[src/rtl/wt_cache_pkg.sv]
package wt_cache_pkg;

  typedef enum logic [1:0] {
    ST_IDLE  = 2'd0,
    ST_FILL  = 2'd1,
    ST_WRMEM = 2'd2,
    ST_BCAST = 2'd3
  } ctlState_t;

  // strobes from control to datapath
  typedef struct packed {
    logic accept;     // request taken this cycle
    logic fillMode;   // memory address comes from fill counter
    logic beatAck;    // one fill word returned
    logic fillDone;   // last fill word returned
    logic storeDone;  // invalidation sent, store complete
  } dpStrobes_t;

endpackage

[src/rtl/wt_cache_ctrl.sv]
module wt_cache_ctrl
  import wt_cache_pkg::*;
(
  input  logic       clk,
  input  logic       rstN,
  input  logic       cpuReqValid,
  input  logic       cpuWe,
  input  logic       lookupHit,
  input  logic       lastBeat,
  input  logic       memAck,
  input  logic       busGrant,
  output dpStrobes_t stb,
  output logic       cpuReady,
  output logic       memReq,
  output logic       memWe,
  output logic       invOutValid
);

  ctlState_t state, stateNext;

  always_ff @(posedge clk) begin
    if (!rstN) state <= ST_IDLE;
    else       state <= stateNext;
  end

  always_comb begin
    cpuReady      = (state == ST_IDLE);
    memReq        = (state == ST_FILL) || (state == ST_WRMEM);
    memWe         = (state == ST_WRMEM);
    invOutValid   = (state == ST_BCAST) && busGrant;

    stb.accept    = cpuReady && cpuReqValid;
    stb.fillMode  = (state == ST_FILL);
    stb.beatAck   = (state == ST_FILL) && memAck;
    stb.fillDone  = stb.beatAck && lastBeat;
    stb.storeDone = invOutValid;
  end

  always_comb begin
    stateNext = state;
    unique case (state)
      ST_IDLE: begin
        if (stb.accept) begin
          if (cpuWe)           stateNext = ST_WRMEM;
          else if (!lookupHit) stateNext = ST_FILL;
        end
      end
      ST_FILL:  if (stb.fillDone) stateNext = ST_IDLE;
      ST_WRMEM: if (memAck)       stateNext = ST_BCAST;
      ST_BCAST: if (busGrant)     stateNext = ST_IDLE;
      default:                    stateNext = ST_IDLE;
    endcase
  end

endmodule

[src/rtl/wt_cache_dp.sv]
module wt_cache_dp
  import wt_cache_pkg::*;
#(
  parameter int ADDR_W = 10,
  parameter int DATA_W = 32,
  parameter int LINES  = 8,
  parameter int WORDS  = 4
) (
  input  logic                                 clk,
  input  logic                                 rstN,
  input  dpStrobes_t                           stb,
  input  logic                                 cpuWe,
  input  logic [ADDR_W-1:0]                    cpuAddr,
  input  logic [DATA_W-1:0]                    cpuWdata,
  input  logic                                 snpValid,
  input  logic [ADDR_W-$clog2(WORDS)-1:0]      snpAddr,
  input  logic [DATA_W-1:0]                    memRdata,
  output logic                                 lookupHit,
  output logic                                 lastBeat,
  output logic                                 cpuRespValid,
  output logic [DATA_W-1:0]                    cpuRdata,
  output logic [ADDR_W-1:0]                    memAddr,
  output logic [DATA_W-1:0]                    memWdata,
  output logic [ADDR_W-$clog2(WORDS)-1:0]      invOutAddr
);

  localparam int OFF_W  = $clog2(WORDS);
  localparam int IDX_W  = $clog2(LINES);
  localparam int LINE_W = ADDR_W - OFF_W;
  localparam int TAG_W  = LINE_W - IDX_W;
  localparam int CELLS  = LINES * WORDS;

  logic [LINES-1:0]  validArr;
  logic [TAG_W-1:0]  tagArr  [LINES];
  logic [DATA_W-1:0] dataArr [CELLS];

  // incoming request fields
  logic [IDX_W-1:0]  inIdx;
  logic [TAG_W-1:0]  inTag;
  logic [OFF_W-1:0]  inOff;
  logic [LINE_W-1:0] inLine;

  // snoop fields
  logic [IDX_W-1:0]  snIdx;
  logic [TAG_W-1:0]  snTag;

  // latched request
  logic [ADDR_W-1:0] reqAddr;
  logic [DATA_W-1:0] reqWdata;
  logic [LINE_W-1:0] reqLine;
  logic [IDX_W-1:0]  reqIdx;
  logic [OFF_W-1:0]  reqOff;

  logic [OFF_W-1:0]  beat;
  logic              fillKilled;
  logic [DATA_W-1:0] fillWord;

  logic snoopHitsIn;
  logic snoopHitsReq;
  logic snoopKill;

  always_comb begin
    inLine  = cpuAddr[ADDR_W-1:OFF_W];
    inIdx   = cpuAddr[OFF_W +: IDX_W];
    inTag   = cpuAddr[ADDR_W-1 -: TAG_W];
    inOff   = cpuAddr[OFF_W-1:0];
    snIdx   = snpAddr[IDX_W-1:0];
    snTag   = snpAddr[LINE_W-1 -: TAG_W];
    reqLine = reqAddr[ADDR_W-1:OFF_W];
    reqIdx  = reqAddr[OFF_W +: IDX_W];
    reqOff  = reqAddr[OFF_W-1:0];

    snoopHitsIn  = snpValid && (snpAddr == inLine);
    snoopHitsReq = snpValid && (snpAddr == reqLine);
    snoopKill    = snpValid && validArr[snIdx] && (tagArr[snIdx] == snTag);

    // a snoop on the same line this cycle takes precedence
    lookupHit = validArr[inIdx] && (tagArr[inIdx] == inTag) && !snoopHitsIn;
    lastBeat  = (beat == OFF_W'(WORDS - 1));

    memAddr    = stb.fillMode ? {reqLine, beat} : reqAddr;
    memWdata   = reqWdata;
    invOutAddr = reqLine;
  end

  // request latch and fill counter
  always_ff @(posedge clk) begin
    if (!rstN) begin
      reqAddr    <= '0;
      reqWdata   <= '0;
      beat       <= '0;
      fillKilled <= 1'b0;
      fillWord   <= '0;
    end else begin
      if (stb.accept) begin
        reqAddr    <= cpuAddr;
        reqWdata   <= cpuWdata;
        beat       <= '0;
        fillKilled <= 1'b0;
      end else begin
        if (stb.beatAck) begin
          beat <= beat + 1'b1;
          if (beat == reqOff) fillWord <= memRdata;
        end
        if (stb.fillMode && snoopHitsReq) fillKilled <= 1'b1;
      end
    end
  end

  // valid and tag state
  always_ff @(posedge clk) begin
    if (!rstN) begin
      validArr <= '0;
      for (int i = 0; i < LINES; i++) tagArr[i] <= '0;
    end else begin
      if (stb.accept && !cpuWe && !lookupHit) begin
        validArr[inIdx] <= 1'b0;
        tagArr[inIdx]   <= inTag;
      end
      if (stb.fillDone) validArr[reqIdx] <= !(fillKilled || snoopHitsReq);
      if (snoopKill)    validArr[snIdx]  <= 1'b0;
    end
  end

  // data storage
  always_ff @(posedge clk) begin
    if (stb.accept && cpuWe && lookupHit) dataArr[{inIdx, inOff}] <= cpuWdata;
    if (stb.beatAck)                      dataArr[{reqIdx, beat}] <= memRdata;
  end

  // response
  always_ff @(posedge clk) begin
    if (!rstN) begin
      cpuRespValid <= 1'b0;
      cpuRdata     <= '0;
    end else begin
      cpuRespValid <= 1'b0;
      if (stb.accept && !cpuWe && lookupHit) begin
        cpuRespValid <= 1'b1;
        cpuRdata     <= dataArr[{inIdx, inOff}];
      end else if (stb.fillDone) begin
        cpuRespValid <= 1'b1;
        cpuRdata     <= (beat == reqOff) ? memRdata : fillWord;
      end else if (stb.storeDone) begin
        cpuRespValid <= 1'b1;
      end
    end
  end

endmodule

[src/rtl/wt_snoop_cache.sv]
module wt_snoop_cache
  import wt_cache_pkg::*;
#(
  parameter int ADDR_W = 10,
  parameter int DATA_W = 32,
  parameter int LINES  = 8,
  parameter int WORDS  = 4
) (
  input  logic                            clk,
  input  logic                            rstN,
  input  logic                            cpuReqValid,
  input  logic                            cpuWe,
  input  logic [ADDR_W-1:0]               cpuAddr,
  input  logic [DATA_W-1:0]               cpuWdata,
  output logic                            cpuReady,
  output logic                            cpuRespValid,
  output logic [DATA_W-1:0]               cpuRdata,
  output logic                            memReq,
  output logic                            memWe,
  output logic [ADDR_W-1:0]               memAddr,
  output logic [DATA_W-1:0]               memWdata,
  input  logic                            memAck,
  input  logic [DATA_W-1:0]               memRdata,
  input  logic                            busGrant,
  output logic                            invOutValid,
  output logic [ADDR_W-$clog2(WORDS)-1:0] invOutAddr,
  input  logic                            snpValid,
  input  logic [ADDR_W-$clog2(WORDS)-1:0] snpAddr
);

  dpStrobes_t stb;
  logic       lookupHit;
  logic       lastBeat;

  wt_cache_ctrl u_ctrl (
    .clk         (clk),
    .rstN        (rstN),
    .cpuReqValid (cpuReqValid),
    .cpuWe       (cpuWe),
    .lookupHit   (lookupHit),
    .lastBeat    (lastBeat),
    .memAck      (memAck),
    .busGrant    (busGrant),
    .stb         (stb),
    .cpuReady    (cpuReady),
    .memReq      (memReq),
    .memWe       (memWe),
    .invOutValid (invOutValid)
  );

  wt_cache_dp #(
    .ADDR_W (ADDR_W),
    .DATA_W (DATA_W),
    .LINES  (LINES),
    .WORDS  (WORDS)
  ) u_dp (
    .clk          (clk),
    .rstN         (rstN),
    .stb          (stb),
    .cpuWe        (cpuWe),
    .cpuAddr      (cpuAddr),
    .cpuWdata     (cpuWdata),
    .snpValid     (snpValid),
    .snpAddr      (snpAddr),
    .memRdata     (memRdata),
    .lookupHit    (lookupHit),
    .lastBeat     (lastBeat),
    .cpuRespValid (cpuRespValid),
    .cpuRdata     (cpuRdata),
    .memAddr      (memAddr),
    .memWdata     (memWdata),
    .invOutAddr   (invOutAddr)
  );

endmodule

[config.mk]
export PLATFORM = sky130hd
export DESIGN_NAME = wt_snoop_cache
export DESIGN_NICKNAME = d
export VERILOG_FILES = /design/src/rtl/wt_cache_pkg.sv /design/src/rtl/wt_cache_ctrl.sv /design/src/rtl/wt_cache_dp.sv /design/src/rtl/wt_snoop_cache.sv
export SDC_FILE = /design/constraint.sdc
export NUM_CORES = 1
export LEC_CHECK = 0
export BUFFER_PORTS_ARGS = -buffer_cell sky130_fd_sc_hd__buf_2
export CAP_MARGIN = 20
export CORE_UTILIZATION = 55
export DETAILED_ROUTE_END_ITERATION = 10
export PLACE_DENSITY = 0.72
export SYNTH_ARGS = -nofsm -noshare
export SYNTH_HDL_FRONTEND = slang
export SYNTH_SLANG_ARGS = --single-unit
[constraint.sdc]
create_clock -name clk -period 5.92 [get_ports clk]
set_input_delay 1.184 -clock clk [delete_from_list [all_inputs] [get_ports clk]]
set_output_delay 1.184 -clock clk [all_outputs]
set_load 0.05 [all_outputs]
# == Word-level counts from Yosys, hierarchy flattened ==
# Memory sizes are Yosys's and may differ from the RTL's.
# Cells that the tools add are included.
# classes
n_mux,44
n_shift,0
mul,0
n_addsub,1
bitwise_logic,6
reduce_logical,32
order_cmp,6
div_mod_pow,0
eq_ne,14
# op_table
op,count
32-bit 2-to-1 mux,4
8-bit 2-to-1 mux,5
32-bit OR reduction,1
1-bit logical AND,19
1-bit 2-to-1 mux,18
8-bit AND,2
8-bit == test,2
8-bit NOT,2
2-bit 2-to-1 mux,7
3-bit by 4-bit < comparator with 1-bit output (second input constant),3
5-bit == test,2
5-bit 2-to-1 mux,2
1-bit demux with 3-bit select,3
3-bit by 1-bit >= comparator with 1-bit output (second input constant),3
8-bit bitwise mux,1
2-bit case mux with 4 select lines,1
1-bit binary-select mux with 3-bit select,2
2-bit == test (second input constant),3
5-bit AND reduction,1
5-bit OR reduction,1
1-bit logical NOT,4
2-bit by 1-bit != test with 1-bit output (second input constant),2
2-bit != test (second input constant),2
3-bit 2-to-1 mux,1
10 further kinds,12
# word_totals
mem_bits_ro,0
ram_bits,1064
latch_bits,0
output_inout_bits,87
mem_count,2
reg_bits,120
# memory_table
name,depth,word_bits,rd,rd_clocked_by_memory_dff,wr,line,rtl
u_dp.dataArr,32,32,1,0,1,wt_cache_dp.sv:35,logic [DATA_W-1:0] dataArr [CELLS];
u_dp.tagArr,8,5,2,0,8,wt_cache_dp.sv:34,logic [TAG_W-1:0] tagArr [LINES];

# == Depth between registers and ports, before layout ==
# Gate-level depths: netlist (run 1).
# logic_depth
ltp_word,13
mapped_depth,11

# == By module ==
# A second synthesis (run 1) with hierarchy kept.
# hier_totals
cells_unflattened,3763
hier_area_um2,59474.5
# modules_own_cells
mod,area_per_inst_um2,n_inst,cells_per_inst,seq_area_each_um2
wt_cache_dp,59243.1,1,3733,34312.9
wt_cache_ctrl,231.5,1,30,40.0

# == Worst setup path before layout (run 1) ==
# No wires, ideal clock.
# synth_timing
kind,input to register
startpoint,in cpuAddr[2]
endpoint,"mem u_dp.dataArr[17][0], enable pin"
path_stages,10
required_time_ns,5.499
t_arrival_ns,4.243
setup_slack_ns,1.256
path_cell_list,buf_6 > mux4_2 > mux2i_1 > xnor2_1 > a211oi_2 > and3_1 > buf_6 > a32oi_4 > buf_6 > nor2_1
# synth_via
elab_chain_len,8
# synth_rtl
item,line,rtl
"start, declared",wt_snoop_cache.sv:13,"input logic [ADDR_W-1:0] cpuAddr,"
"memory 8 x 5 bit, or another cell as far along",--,
"5-bit == test, or another cell as far along",wt_cache_dp.sv:78,lookupHit = validArr[inIdx] && (tagArr[inIdx] == inTag) && !snoopHitsIn;
1-bit logical AND or 1-bit logical NOT (tied branches),wt_cache_dp.sv:78,
1-bit logical AND,wt_cache_dp.sv:78,
1-bit logical AND,wt_cache_dp.sv:127,"if (stb.accept && cpuWe && lookupHit) dataArr[{inIdx, inOff}] <= cpuWdata;"
1-bit 2-to-1 mux,wt_cache_dp.sv:127,
1-bit 2-to-1 mux (implied by the code),wt_cache_dp.sv:127,
1-bit 2-to-1 mux (no source line),--,
"end, declared",wt_cache_dp.sv:35,
# Several ways; a longest one is shown, not always the timed one. The select of a mux whose other input is x is not followed.

# == Final worst setup path (run 1) ==
# layout_timing
startpoint,in cpuAddr[3]
endpoint,"mem u_dp.dataArr[12][22], enable pin"
# Same word-level chain as after synthesis.

==> results of run 1 <==
## cells in the mapped netlist, types with 8 or more instances
library cell / instances
clkbuf_1: 108
buf_1: 12
xor2_1: 11
a21oi_1: 84
a211oi_1: 33
nand2_1: 166
buf_4: 22
nand3_1: 52
a22oi_1: 130
nand2b_1: 8
mux4_2: 263
nor2b_1: 9
mux2_2: 39
o211ai_1: 34
buf_2: 36
nor2_1: 117
nand4_1: 33
edfxtp_1: 1064
o21ai_0: 24
mux2i_1: 49
inv_1: 9
dfxtp_1: 120
xnor2_1: 17
## power by group through the flow
stage                     logic (W)  registers, W  clock network (W)
after floorplan             0.00136       0.00996                  0
after global placement      0.00223       0.00986                  0
after detailed placement    0.00231       0.00988                  0
after CTS                   0.00232       0.00970            0.00763
after global routing        0.00247       0.00971            0.00794
final                       0.00234       0.00970            0.00760
## kinds of logic (layout without fill, tap and decap cells)
family / Yosys count / after routing / synth area share, %
simple gates: 420 / 420 / 3.99
xor+xnor: 28 / 28 / 0.524
fa+ha+maj: 5 / 5 / 0.134
buf+inv: 193 / 464 / 1.90
mux: 356 / 356 / 14.9
flops: 1184 / 1184 / 73.4
compound gates: 343 / 343 / 5.09
other cells: 0 / 1 / 0
## worst max-delay path by stage
stage | endpoint | slack, ps | cells past startpoint | startpoint
2_1_floorplan | u_dp.dataArr[17][0]$_DFFE_PP_ | 1260 | 10 | cpuAddr[2]
3_3_place_gp | u_dp.dataArr[16][17]$_DFFE_PP_ | 1060 | 9 | cpuAddr[2]
3_5_place_dp | u_dp.dataArr[4][19]$_DFFE_PP_ | 890 | 9 | cpuAddr[3]
4_1_cts | u_dp.dataArr[4][6]$_DFFE_PP_ | 1570 | 9 | cpuAddr[3]
5_1_grt | u_dp.dataArr[30][5]$_DFFE_PP_ | 1520 | 9 | cpuAddr[3]
6_report | u_dp.dataArr[12][22]$_DFFE_PP_ | 1650 | 9 | cpuAddr[3]
## tightest hold or removal path: stages, from the launching register on
cell and delay [ps]:
dfxtp_1 300, nand2_1 50, a21oi_1 50
## layout make-up
cell class | count | area [um^2] | share of cell area (%)
Antenna cell | 1 | 2.50 | 0.00470
Clock inverter | 85 | 935 | 1.76
Inverter | 10 | 40.0 | 0.0752
Tap cell | 1134 | 1420 | 2.67
Timing Repair Buffer | 238 | 1660 | 3.13
Clock buffer | 131 | 2980 | 5.60
Multi-Input combinational cell | 1152 | 11800 | 22.2
Sequential cell | 1184 | 34400 | 64.5
## state kept, by name, summed over array words and instances, names as in the netlist
signal             flops
u_dp.memWdata         32
u_dp.tagArr           40
u_dp.cpuRdata         32
u_dp.validArr          8
u_ctrl.state           2
u_dp.reqAddr          10
u_dp.fillKilled        1
u_dp.dataArr        1024
u_dp.beat              2
u_dp.fillWord         32
u_dp.cpuRespValid      1
## routing by layer
| layer | track usage [%] | routed length, um |
|---|---|---|
| met2 | 42.1 | 55700 |
| met1 | 43.3 | 49300 |
| met4 | 7.15 | 2600 |
| met3 | 6.32 | 14200 |
| met5 | 0 | 43 |
## stage by stage
stage | util [%] | hold WS [ps] | worst slack [ps] | power, W | instance area [um^2]
floorplan | - | 458 | 1260 | 0.0113 | 46800
global placement | 58.5 | 438 | 1060 | 0.0121 | 49100
detailed placement | 58.5 | 444 | 885 | 0.0122 | 49100
CTS | 63.1 | 452 | 1570 | 0.0196 | 53000
global route | 63.4 | 469 | 1520 | 0.0201 | 53200
finish | 63.4 | 451 | 1650 | 0.0196 | 53200
==> impl_metrics.py, run 1 <==
metrics = {
    "clock_network": {
        "cts_tree": "done",
        "clk_latency_ps": 700,
        "cts.sinks": 1184,
        "cts_inserted_buffers": 116,
        "ctsLongestPathBuffers": 3,
        "clkTransAtPathRegs_ps": 60,
        "htree_levels": 3,
        "ctsHoldBuffers": 0,
        "postCtsSetupRepairBufs": 0,
        "ctsResizeCount": 0,
        "cts-root-buf": "clkbuf_16",
    },
    "hold_path": {
        "hold_path_end": "u_dp.memWdata[0]$_SDFFE_PN0P_",
        "hold_path_class": "reg2reg",
        "min_from": "u_dp.memWdata[0]$_SDFFE_PN0P_",
        "holdPathStages": 2,
    },
    "global_route": {
        "grt_first_pass_wirelength_mm": 175,
        "grt.overflow.total": 0,
        "grt_pass1_vias": 25000,
        "grt_use_total_pct": 28.4,
        "antenna_found_initial": 4,
        "grt_max_degree": 85,
    },
    "synthesis": {
        "synth-seq-cells": 1184,
        "seq_area_frac_synth_pct": 73.4,
        "avgSynthCellArea_um2": 18.5,
        "synth_area_um2": 46800,
        "synth_cell_types": 55,
        "synth-async-reset-ratio_pct": 0,
        "synth_top_area_cell": "edfxtp_1",
        "syn_inst": 2529,
        "yosysTopAreaCellShare_pct": 68.3,
        "synth_nets": 2623,
        "synth-main-ff-cell": "edfxtp_1",
        "synth_edf_count": 1064,
        "synth_area_leaders": "edfxtp_1 68%, mux4_2 13%, dfxtp_1 5.1%",
        "yosys_warnings": 0,
    },
    "layout": {
        "final_common_cell": "edfxtp_1",
        "final_nets": 2796,
        "area_growth_pct": 13.8,
        "fill_cells": 5613,
        "finalNonFillerCells": 3935,
        "final_cell_mix": "1064 x edfxtp_1, 263 x mux4_2, 173 x buf_2, 165 x nand2_1, 130 x a22oi_1",
        "drive_gt1_share_pct": 27.4,
    },
    "sta": {
        "finalHoldViolations": 0,
        "period_minus_slack_ps": 4270,
        "period_share_pct": 72.2,
        "fin_tns_setup_ps": 0,
        "drv_slew": 0,
        "rsz0062_at_grt": "no",
        "worst_slew_pin_slew_ps": 1150,
        "skew_ps": 41.1,
        "fmax_ghz": 0.234,
        "slew_headroom_pct": 23.4,
        "finalSetupViolCount": 0,
    },
    "pwr": {
        "p_clk_share_pct": 38.7,
        "power.density_nw_per_um2": 369,
        "p_sw_share_pct": 25.5,
        "max-vdd-ir-drop_mv": 0.248,
        "power_switching_w": 0.00502,
        "p_int_w": 0.0146,
        "seqPwrFrac_pct": 49.4,
        "p_leak_nw": 17.1,
        "combinationalPowerShare_pct": 11.9,
    },
    "worst_setup_path": {
        "critPathArrivalTime_ps": 4590,
        "cp_cell_sequence": "buf_2 > nor2b_1 > a22oi_1 > a21o_1 > a211oi_2 > and3_2 > a31oi_4 > buf_4 > nor2_4",
        "critPathRequiredTime_ps": 6240,
        "cpMaxStageDelayCell": "nor2_4",
        "reg2reg_depth": 5,
        "r2r_slack_ps": 2170,
        "startpoint_type": "input port",
        "worst-path-max-fanout": 32,
        "crit_buf_inv": 2,
        "slowest_delay_ps": 920,
        "timing.rr.end": "u_dp.dataArr[22][17]$_DFFE_PP_",
        "worstReg2RegStart": "u_ctrl.state[0]$_SDFFE_PN0P_",
        "critical_path_class": "in2reg",
        "worstSetupEndpointType": "register",
        "crit_family": "simple AND/OR/NAND/NOR gates",
    },
    "floorplanning": {
        "core_um2": 84000,
        "die_w_um": 294,
        "die_area_um2": 86200,
        "rows": 106,
        "die_y_um": 294,
        "initial_core_util_pct": 55.7,
        "io_pins": 176,
    },
    "route": {
        "drt-pass1-iter-count": 5,
        "routed_wl_mm": 122,
        "via_per_inst": 6.67,
        "drc": 0,
        "ant_nets": 0,
        "via_count": 26200,
        "wire_per_inst_um": 31.0,
        "drtIter0Drc": 3751,
    },
    "placement": {
        "place_inst": 3709,
        "portBuffers": 175,
        "place_hpwl_mm": 75.5,
        "place_congestion": 0.870,
    },
    "run": {
        "timing.max_cap.violations": 0,
    },
    "run_status": {
        "outcome": "complete, no violations",
    },
}
Power figures use the tool's default switching activity.
==> run 2, diff against run 1 <==
--- a/config.mk
+++ b/config.mk
@@ -5,6 +5,7 @@
 export SDC_FILE = /design/constraint.sdc
 export NUM_CORES = 1
 export LEC_CHECK = 0
+export ABC_AREA = 1
 export BUFFER_PORTS_ARGS = -buffer_cell sky130_fd_sc_hd__buf_2
 export CAP_MARGIN = 20
 export CORE_UTILIZATION = 55
==> constraint.sdc (replaced) <==
create_clock -name clk -period 4.1 [get_ports clk]
set_input_delay 0.82 -clock clk [delete_from_list [all_inputs] [get_ports clk]]
set_output_delay 0.82 -clock clk [all_outputs]
set_load 0.05 [all_outputs]
==> run 2 against run 1 <==
Clock power increased by 36%; flip-flop and latch count stayed put; first-iteration DRC count down 2.0%; combinational power grew 65%; die area is 4.8% higher; clock skew down 13 ps.
==> impl_metrics.py, run 2 <==
metrics = {
    "run_status": {
        "outcome": "complete, no violations",
    },
    "placement": {
        "dp_slack_ps": 208,
        "dpl_cell_area_um2": 52300,
        "place_congestion": 0.924,
        "portBuffers": 175,
        "place_hpwl_mm": 80.8,
    },
    "sta": {
        "worst_slew_pin_slew_ps": 1110,
        "fin_ws_ps": 853,
        "finalSetupViolCount": 0,
        "fmax_ghz": 0.308,
        "skew_ps": 28.2,
        "finalHoldViolations": 0,
        "slew_headroom_pct": 25.9,
        "period_minus_slack_ps": 3250,
        "period_share_pct": 79.2,
        "drv_slew": 0,
        "rsz0062_at_grt": "no",
        "fin_tns_setup_ps": 0,
    },
    "synthesis": {
        "yosysMostFrequentCell": "edfxtp_1",
        "yosysTopAreaCellShare_pct": 65.2,
        "synth-seq-cells": 1184,
        "syn_inst": 4340,
        "synth_area_leaders": "edfxtp_1 65%, nor2_1 7.2%, o21ai_0 5.2%",
        "synth_cell_types": 39,
        "synth_top_area_cell": "edfxtp_1",
        "avgSynthCellArea_um2": 11.3,
        "synth-async-reset-ratio_pct": 0,
        "yosys_warnings": 0,
        "synth_top_cells_by_count": "1064 x edfxtp_1, 935 x nor2_1, 626 x nand2_1",
        "synth_edf_count": 1064,
        "synth-main-ff-cell": "edfxtp_1",
        "seq_area_frac_synth_pct": 70.1,
        "synth_nets": 4434,
        "synth_area_um2": 49000,
    },
    "global_route": {
        "antenna_found_initial": 0,
        "grt_pass1_vias": 32000,
        "grt_first_pass_wirelength_mm": 193,
        "grt_max_degree": 108,
        "grt.overflow.total": 0,
        "grt_use_total_pct": 28.3,
    },
    "route": {
        "ant_nets": 0,
        "m1WireLength_mm": 51.7,
        "drc": 0,
        "wl_met3_mm": 9.07,
        "via_per_inst": 5.87,
        "top_layer": "met4",
        "drtIter0Drc": 3676,
        "routed_wl_mm": 128,
        "wl_met2_mm": 62.0,
        "wire_per_inst_um": 22.3,
        "via_count": 33700,
        "drt-pass1-iter-count": 5,
    },
    "floorplanning": {
        "die_y_um": 301,
        "die_area_um2": 90300,
        "core_um2": 88400,
        "initial_core_util_pct": 55.5,
        "die_w_um": 301,
        "rows": 109,
        "io_pins": 176,
    },
    "hold_path": {
        "hold_path_class": "in2reg",
        "holdPathStages": 3,
    },
    "worst_setup_path": {
        "worst-path-max-fanout": 29,
        "worstSetupEndpointType": "register",
        "critical_path_class": "in2reg",
        "reg2reg_depth": 8,
        "startpoint_type": "input port",
        "critPathArrivalTime_ps": 3610,
        "critPathRequiredTime_ps": 4460,
    },
    "clock_network": {
        "cts_tree": "done",
        "htree_levels": 3,
        "clkTransAtPathRegs_ps": 60,
        "postCtsSetupRepairBufs": 0,
        "cts-root-buf": "clkbuf_16",
        "ctsLongestPathBuffers": 3,
        "clk_latency_ps": 690,
        "cts_inserted_buffers": 114,
        "ctsHoldBuffers": 0,
        "ctsResizeCount": 0,
        "cts.sinks": 1184,
    },
    "layout": {
        "regMostFlops": "u_dp.dataArr",
        "n_antenna_cell": 0,
        "fin_area_um2": 56100,
        "multi_input_area_um2": 13200,
        "final_nets": 4580,
        "area_growth_pct": 14.4,
        "fill_cells": 6634,
        "largest_reg_flops": 1024,
        "drive_gt1_share_pct": 12.2,
        "final_common_cell": "edfxtp_1",
        "seq_area_um2": 34400,
        "final_cell_mix": "1064 x edfxtp_1, 897 x nor2_1, 624 x nand2_1, 481 x o21ai_0, 243 x inv_1",
        "largest_registers": "u_dp.dataArr x1024, u_dp.tagArr x40",
    },
    "run": {
        "timing.max_cap.violations": 0,
    },
    "pwr": {
        "max-vdd-ir-drop_mv": 0.538,
        "p_leak_nw": 20.2,
        "finalPower_w": 0.0281,
        "power.density_nw_per_um2": 501,
    },
}
[run 2: cell type report]
class                   count  area share [%]
clock inverters            60           0.948
inverters                 253            1.71
clock buffers             152            5.49
repair buffers            308            4.53
multi-input cells        2625            23.5
flip-flops and latches   1184            61.2
well taps                1165            2.60
[run 2: logic make-up (layout without fill, tap and decap cells)]
logic type               Yosys count  in the layout  share of synthesized area, %
adder cells (fa/ha/maj)            5              5                         0.128
multiplexers                      62             62                          1.27
AND/OR/NAND/NOR                 1668           1668                          13.3
buffers and inverters            531            773                          4.41
flip-flops                      1184           1184                          70.1
XOR/XNOR                           6              6                         0.107
AO/OA/AOI/OAI                    884            884                          10.7
[run 2: path summary, 6_finish.rpt]
kind,from,end,slack (ps)
worst max-delay path,cpuAddr[2],u_dp.dataArr[9][18]$_DFFE_PP_,850
worst min-delay path,cpuWdata[14],u_dp.memWdata[14]$_SDFFE_PN0P_,400
worst max register to register,u_ctrl.state[1]$_SDFFE_PN0P_,u_dp.dataArr[2][17]$_DFFE_PP_,880
worst min register to register,u_dp.memWdata[2]$_SDFFE_PN0P_,u_dp.memWdata[2]$_SDFFE_PN0P_,480
[run 2: per-stage QoR]
step	hold slack (ps)	util [%]	std cells
2_1_floorplan	466	-	4340
3_3_place_gp	459	59.2	5528
3_5_place_dp	465	59.2	5528
4_1_cts	373	63.3	5740
5_1_grt	408	63.5	5747
6_report	404	63.5	5747
[run 2: routing by layer]
metal  vias up  track usage [%]
li1      15500                -
met1     16500             38.7
met2      1481             46.1
met3       253             3.15
met4         0             12.4
met5         -                0
[run 2: power by group]
part	total, W	internal (W)	switching (W)
Combinational	0.00385	0.000865	0.00299
Clock	0.0103	0.00583	0.00443
Sequential	0.0140	0.0139	0.000142
[run 2: worst max-delay path: stages]
cell and delay [ps]:
buf_2 450, inv_4 260, o211ai_1 230, nand3_1 120, o21ai_1 130, nand2_1 110, nor2_4 180, nand2_2 110
o21ai_4 320, nand2_4 280, nor2_4 310, buf_12 260
